--- src/rtl/irq_pacer_pkg.sv ---
package irq_pacer_pkg;
  localparam int unsigned CTRL_RX_PACE_BIT = 16;
  localparam int unsigned CTRL_TX_PACE_BIT = 17;

  typedef enum logic [2:0] {
    A_CTRL    = 3'd0,
    A_RX_EN   = 3'd1,
    A_TX_EN   = 3'd2,
    A_RX_CEIL = 3'd3,
    A_TX_CEIL = 3'd4,
    A_RX_STAT = 3'd5,
    A_TX_STAT = 3'd6
  } reg_addr_e;
endpackage

--- src/rtl/irq_pacer_tick.sv ---
module irq_pacer_tick #(
  parameter int unsigned PRESC_W       = 11,
  parameter int unsigned TICKS_PER_WIN = 250
) (
  input  logic               clk_i,
  input  logic               rst_ni,
  input  logic [PRESC_W-1:0] presc_i,
  output logic               tick_o,
  output logic               win_roll_o
);
  localparam int unsigned WIN_W = $clog2(TICKS_PER_WIN + 1);

  logic [PRESC_W-1:0] pcnt_q, presc_eff;
  logic [WIN_W-1:0]   wcnt_q;
  logic               last_tick;

  assign presc_eff  = (presc_i == '0) ? PRESC_W'(1) : presc_i;
  // >= keeps the counter from running away when the prescale is lowered
  assign tick_o     = pcnt_q >= presc_eff - PRESC_W'(1);
  assign last_tick  = wcnt_q == WIN_W'(TICKS_PER_WIN - 1);
  assign win_roll_o = tick_o && last_tick;

  always_ff @(posedge clk_i or negedge rst_ni) begin
    if (!rst_ni) begin
      pcnt_q <= '0;
      wcnt_q <= '0;
    end else begin
      pcnt_q <= tick_o ? '0 : pcnt_q + PRESC_W'(1);
      if (tick_o) wcnt_q <= last_tick ? '0 : wcnt_q + WIN_W'(1);
    end
  end

  assert_tick_spacing_R1: assert property (@(posedge clk_i) disable iff (!rst_ni)
    tick_o |=> (!tick_o || presc_eff == PRESC_W'(1)));
endmodule

--- src/rtl/irq_pacer_dir.sv ---
module irq_pacer_dir #(
  parameter int unsigned NUM_CH = 8,
  parameter int unsigned CEIL_W = 8
) (
  input  logic              clk_i,
  input  logic              rst_ni,
  input  logic [NUM_CH-1:0] pend_i,
  input  logic [NUM_CH-1:0] en_i,
  input  logic              pace_en_i,
  input  logic [CEIL_W-1:0] ceil_i,
  input  logic              win_roll_i,
  output logic [NUM_CH-1:0] stat_o,
  output logic              irq_o
);
  logic [NUM_CH-1:0] masked, masked_q;
  logic              any, new_req, want, fire, req_q, pulse_q;
  logic [CEIL_W-1:0] ceil_eff, cnt_q, cnt_eff;

  assign masked   = pend_i & en_i;
  assign any      = |masked;
  assign new_req  = |(masked & ~masked_q);
  assign ceil_eff = (ceil_i == '0) ? CEIL_W'(1) : ceil_i;
  assign cnt_eff  = win_roll_i ? '0 : cnt_q;
  assign want     = (req_q || new_req) && any;
  assign fire     = pace_en_i && want && (cnt_eff < ceil_eff);

  always_ff @(posedge clk_i or negedge rst_ni) begin
    if (!rst_ni) begin
      masked_q <= '0;
      cnt_q    <= '0;
      req_q    <= 1'b0;
      pulse_q  <= 1'b0;
    end else begin
      masked_q <= masked;
      if (!pace_en_i) begin
        cnt_q   <= '0;
        req_q   <= 1'b0;
        pulse_q <= 1'b0;
      end else begin
        cnt_q   <= cnt_eff + {{(CEIL_W-1){1'b0}}, fire};
        req_q   <= want && !fire;
        pulse_q <= fire;
      end
    end
  end

  assign stat_o = masked;
  assign irq_o  = pace_en_i ? pulse_q : any;

  assert_quota_spent_R6: assert property (@(posedge clk_i) disable iff (!rst_ni)
    (pace_en_i && !win_roll_i && cnt_q >= ceil_eff) |=> !pulse_q);
  assert_idle_no_pulse_R2: assert property (@(posedge clk_i) disable iff (!rst_ni)
    (pace_en_i && !any) |=> !pulse_q);
  assert_held_issue_R7: assert property (@(posedge clk_i) disable iff (!rst_ni)
    (pace_en_i && req_q && any && win_roll_i) |=> pulse_q);
  assert_passthru_idle_R4: assert property (@(posedge clk_i) disable iff (!rst_ni)
    (!pace_en_i && !any) |-> !irq_o);
endmodule

--- src/rtl/irq_pacer_regs.sv ---
module irq_pacer_regs
  import irq_pacer_pkg::*;
#(
  parameter int unsigned NUM_CH  = 8,
  parameter int unsigned PRESC_W = 11,
  parameter int unsigned CEIL_W  = 8
) (
  input  logic               clk_i,
  input  logic               rst_ni,
  input  logic [2:0]         addr_i,
  input  logic               wr_i,
  input  logic [31:0]        wdata_i,
  output logic [31:0]        rdata_o,
  input  logic [NUM_CH-1:0]  rx_stat_i,
  input  logic [NUM_CH-1:0]  tx_stat_i,
  output logic [PRESC_W-1:0] presc_o,
  output logic               rx_pace_o,
  output logic               tx_pace_o,
  output logic [NUM_CH-1:0]  rx_en_o,
  output logic [NUM_CH-1:0]  tx_en_o,
  output logic [CEIL_W-1:0]  rx_ceil_o,
  output logic [CEIL_W-1:0]  tx_ceil_o
);
  reg_addr_e addr;
  logic      unused_wdata;

  assign addr         = reg_addr_e'(addr_i);
  assign unused_wdata = ^wdata_i;

  always_ff @(posedge clk_i or negedge rst_ni) begin
    if (!rst_ni) begin
      presc_o   <= '0;
      rx_pace_o <= 1'b0;
      tx_pace_o <= 1'b0;
      rx_en_o   <= '0;
      tx_en_o   <= '0;
      rx_ceil_o <= '0;
      tx_ceil_o <= '0;
    end else if (wr_i) begin
      case (addr)
        A_CTRL: begin
          presc_o   <= wdata_i[PRESC_W-1:0];
          rx_pace_o <= wdata_i[CTRL_RX_PACE_BIT];
          tx_pace_o <= wdata_i[CTRL_TX_PACE_BIT];
        end
        A_RX_EN:   rx_en_o   <= wdata_i[NUM_CH-1:0];
        A_TX_EN:   tx_en_o   <= wdata_i[NUM_CH-1:0];
        A_RX_CEIL: rx_ceil_o <= wdata_i[CEIL_W-1:0];
        A_TX_CEIL: tx_ceil_o <= wdata_i[CEIL_W-1:0];
        default: ;
      endcase
    end
  end

  always_comb begin
    rdata_o = '0;
    case (addr)
      A_CTRL: begin
        rdata_o[PRESC_W-1:0]      = presc_o;
        rdata_o[CTRL_RX_PACE_BIT] = rx_pace_o;
        rdata_o[CTRL_TX_PACE_BIT] = tx_pace_o;
      end
      A_RX_EN:   rdata_o[NUM_CH-1:0] = rx_en_o;
      A_TX_EN:   rdata_o[NUM_CH-1:0] = tx_en_o;
      A_RX_CEIL: rdata_o[CEIL_W-1:0] = rx_ceil_o;
      A_TX_CEIL: rdata_o[CEIL_W-1:0] = tx_ceil_o;
      A_RX_STAT: rdata_o[NUM_CH-1:0] = rx_stat_i;
      A_TX_STAT: rdata_o[NUM_CH-1:0] = tx_stat_i;
      default: ;
    endcase
  end

  assert_en_write_R10: assert property (@(posedge clk_i) disable iff (!rst_ni)
    (wr_i && addr == A_RX_EN) |=> rx_en_o == $past(wdata_i[NUM_CH-1:0]));
endmodule

--- src/rtl/irq_pacer.sv ---
module irq_pacer #(
  parameter int unsigned NUM_CH        = 8,
  parameter int unsigned PRESC_W       = 11,
  parameter int unsigned CEIL_W        = 8,
  parameter int unsigned TICKS_PER_WIN = 250
) (
  input  logic              clk_i,
  input  logic              rst_ni,
  input  logic [NUM_CH-1:0] rx_pend_i,
  input  logic [NUM_CH-1:0] tx_pend_i,
  input  logic [2:0]        reg_addr_i,
  input  logic              reg_wr_i,
  input  logic [31:0]       reg_wdata_i,
  output logic [31:0]       reg_rdata_o,
  output logic              rx_irq_o,
  output logic              tx_irq_o
);
  localparam int unsigned NUM_DIR = 2;

  logic [PRESC_W-1:0]              presc;
  logic                            tick, win_roll;
  logic [NUM_DIR-1:0][NUM_CH-1:0]  pend_a, en_a, stat_a;
  logic [NUM_DIR-1:0][CEIL_W-1:0]  ceil_a;
  logic [NUM_DIR-1:0]              pace_a, irq_a;
  logic                            unused_tick;

  assign unused_tick = tick;
  assign pend_a[0]   = rx_pend_i;
  assign pend_a[1]   = tx_pend_i;

  irq_pacer_regs #(.NUM_CH(NUM_CH), .PRESC_W(PRESC_W), .CEIL_W(CEIL_W)) regs_i (
    .clk_i, .rst_ni,
    .addr_i(reg_addr_i), .wr_i(reg_wr_i), .wdata_i(reg_wdata_i), .rdata_o(reg_rdata_o),
    .rx_stat_i(stat_a[0]), .tx_stat_i(stat_a[1]),
    .presc_o(presc), .rx_pace_o(pace_a[0]), .tx_pace_o(pace_a[1]),
    .rx_en_o(en_a[0]), .tx_en_o(en_a[1]),
    .rx_ceil_o(ceil_a[0]), .tx_ceil_o(ceil_a[1])
  );

  irq_pacer_tick #(.PRESC_W(PRESC_W), .TICKS_PER_WIN(TICKS_PER_WIN)) tick_i (
    .clk_i, .rst_ni, .presc_i(presc), .tick_o(tick), .win_roll_o(win_roll)
  );

  for (genvar d = 0; d < NUM_DIR; d++) begin : g_dir
    irq_pacer_dir #(.NUM_CH(NUM_CH), .CEIL_W(CEIL_W)) dir_i (
      .clk_i, .rst_ni,
      .pend_i(pend_a[d]), .en_i(en_a[d]), .pace_en_i(pace_a[d]),
      .ceil_i(ceil_a[d]), .win_roll_i(win_roll),
      .stat_o(stat_a[d]), .irq_o(irq_a[d])
    );
  end

  assign rx_irq_o = irq_a[0];
  assign tx_irq_o = irq_a[1];
endmodule

--- config.mk ---
export PLATFORM = sky130hd
export DESIGN_NAME = irq_pacer
export DESIGN_NICKNAME = d
export VERILOG_FILES = /design/src/rtl/irq_pacer_pkg.sv /design/src/rtl/irq_pacer_tick.sv /design/src/rtl/irq_pacer_dir.sv /design/src/rtl/irq_pacer_regs.sv /design/src/rtl/irq_pacer.sv
export SDC_FILE = /design/constraint.sdc
export NUM_CORES = 1
export LEC_CHECK = 0
export BUFFER_PORTS_ARGS = -buffer_cell sky130_fd_sc_hd__buf_2
export CORE_ASPECT_RATIO = 1.4
export CORE_MARGIN = 2
export CORE_UTILIZATION = 40
export CTS_BUF_LIST = sky130_fd_sc_hd__clkbuf_8
export DETAILED_ROUTE_END_ITERATION = 10
export SETUP_SLACK_MARGIN = 0.1
export SLEW_MARGIN = 20
export SYNTH_ARGS = -nofsm -noshare
export SYNTH_HDL_FRONTEND = slang
export SYNTH_SLANG_ARGS = --single-unit
export TNS_END_PERCENT = 10
--- constraint.sdc ---
create_clock -name clk_i -period 13.45 [get_ports clk_i]
set_clock_uncertainty 0.2 [all_clocks]
set_input_delay 2.69 -clock clk_i [delete_from_list [all_inputs] [get_ports clk_i]]
set_output_delay 2.69 -clock clk_i [all_outputs]
set_load 0.03 [all_outputs]
==> metrics <==
clk buf depth 2; final setup fails 0; layout cells sized above 1 0.215; ANT nets after route 0; Rows 53; clock-pin slew on the worst setup and hold paths 0.09 ns; worst setup path end reg_rdata_o[6]; internal power 0.000567 W; worst setup path start reg_addr_i[1]; Switching Share 0.374; drt drc 0; initial DRC count 240; Main synth FF type dfrtp_1; Hold Crit Class reg -> reg; GRT overflow 0; vias in the first global route 4473; outcome completed; post-route insts no fill 834; Crit path arrival time 4.20 ns; data required time of the worst path 10.56 ns; Setup TNS 0 ns; Final Cycle Share 0.527; clk_lat worst skew 0.38 ns; Worst-Margin Slew 1.12 ns; Max-Cap Viols 0; final hold violations 0; Max Slew Vio Count 0; vias 4441; commonest non-fill, non-tap cell in the layout dfrtp_1; Setup WS post-layout 6.36 ns; pin count of the biggest net entering global routing 64; routability cong. 0.856; Area growth syn-to-layout 8.23%; CTS Sinks 100; critical path fanouts, max 33; Max-slew headroom 0.251; Final HPWL DP 10900 um; most frequent cells in the layout dfrtp_1, buf_2, nand2_1; setup bufs post-CTS 0; Layout Nets 724; core footprint 14900 sq um; mapped cell area 6050 sq um; R2R Setup Slk 7.00 ns; P_leak 3.16 nW; Post-Layout Inst Area 6550 sq um; share of synthesized registers carrying an async set or reset 1.00; RR Endpoint g_dir[1].dir_i.cnt_q[2]; power share of the sequential group 0.467; Ant. Diodes 0; RSZ-0062 raised after global routing false; CTS Hold Bufs 0; Clk pwr share 0.218; I/O pin cnt 88; min Tclk post-route 7.09 ns; cts bufs inserted 9; first-pass GRT wire length 23500 um; Die W 108 um; Setup crit end kind output port; FF+latch count, synth 100; initial antenna violation count 0; CTS resizes 0; Syn. warnings 0; die area 16100 sq um; EDFF count, synth 0; GRT Total Usage 0.187; Max IR drop VDD 0.0603 mV; Reg2Reg Depth 24; Root Buffer clkbuf_8; # placed instances 818; Syn Inst Count 597; unique cell type count in the Yosys netlist 67; H-tree depth 3; vias per inst 5.32; worst reg2reg path startpoint regs_i.presc_o[6]; CTS tree built; Starting Density 0.405; syn avg cell area 10.1 sq um; Comb pwr share 0.315; final WL 14400 um; sw power 0.000339 W; post-placement setup slack 6.35 ns; Die Span Y 149 um; Worst Setup Start Kind input pin; Max Fclk 0.141 GHz; Avg WL per Cell 17.2 um; PwrDens 138 nW/um^2; WS Path Type in -> out; Seq/Total Area, Yosys 0.414; Port-buffer cells 49; area post-placement 6350 sq um; First-pass DRT Iterations 4
[Yosys cell counts (all sizes together), types with 18 or more instances]
cell type  instances  area [sq um]
buf               33           245
mux2              39           439
nor2              29           109
nand3             23           115
nor3              18           100
nand2             44           173
a21oi             19          95.1
and2              28           184
and3              22           148
o21ai             26           141
ha                33           413
inv               35           131
dfrtp            100          2500
[cell families after synthesis]
kind of cell / share of synthesized area
AOI/OAI and AO/OA: 0.126
xor gates and xnor gates: 0.0377
adders and majority gates: 0.0683
buffers and inverters: 0.0666
DFF: 0.414
muxes: 0.0896
other: 0.000620
and+or+nand+nor: 0.197
[worst max-delay path: stages]
cell,delay (ns)
buf_2,0.31
nor3_2,0.65
a221o_1,0.32
buf_2,0.22
[per-layer routing]
metal / vias to the layer above / track usage / routed length [um]
met5: - / 0 / 0
met1: 2154 / 0.238 / 6250
met4: 0 / 0.0705 / 339
met3: 21 / 0.0235 / 413
met2: 99 / 0.324 / 7370
li1: 2167 / - / -
[worst min-delay path by stage]
stage,from,to,depth (start not counted)
2_1_floorplan,tick_i.pcnt_q[0],tick_i.pcnt_q[0],1
3_3_place_gp,tick_i.pcnt_q[0],tick_i.pcnt_q[0],1
3_5_place_dp,tick_i.pcnt_q[0],tick_i.pcnt_q[0],1
4_1_cts,tick_i.pcnt_q[0],tick_i.pcnt_q[0],1
5_1_grt,tick_i.pcnt_q[0],tick_i.pcnt_q[0],1
6_report,tick_i.pcnt_q[0],tick_i.pcnt_q[0],1
[final cells by class]
| class | count | area (sq um) |
|---|---|---|
| clock inverter | 7 | 75.1 |
| inverter | 35 | 131 |
| tap | 192 | 240 |
| timing repair buffer | 51 | 263 |
| clock buffer | 9 | 124 |
| multi-input combinational | 440 | 3210 |
| sequential | 100 | 2500 |
| fill | 1423 | 8370 |
[sequential cells by signal, summed over array words and instances (netlist names), 8 cells and up]
name	count
regs_i.presc_o	11
g_dir.dir_i.cnt_q	16
regs_i.rx_ceil_o	8
tick_i.wcnt_q	8
regs_i.rx_en_o	8
regs_i.tx_en_o	8
g_dir.dir_i.masked_q	16
tick_i.pcnt_q	11
regs_i.tx_ceil_o	8
[power by group through the flow]
stage / Sequential [W] / Clock, W / Combinational [W]
4_1_cts: 0.000423 / 0.000204 / 0.000289
3_5_place_dp: 0.000428 / 0 / 0.000287
5_1_grt: 0.000432 / 0.000214 / 0.000322
2_1_floorplan: 0.000403 / 0 / 0.000231
6_report: 0.000423 / 0.000198 / 0.000285
3_3_place_gp: 0.000426 / 0 / 0.000276
[per-stage QoR]
stage | power, W | util | hold slack [ns]
after floorplan | 0.000633 | - | 0.268
after global placement | 0.000702 | 0.425 | 0.302
after detailed placement | 0.000715 | 0.425 | 0.306
after CTS | 0.000915 | 0.439 | 0.323
after global routing | 0.000968 | 0.439 | 0.344
final | 0.000907 | 0.439 | 0.320
(Power assumes the default switching activity.)
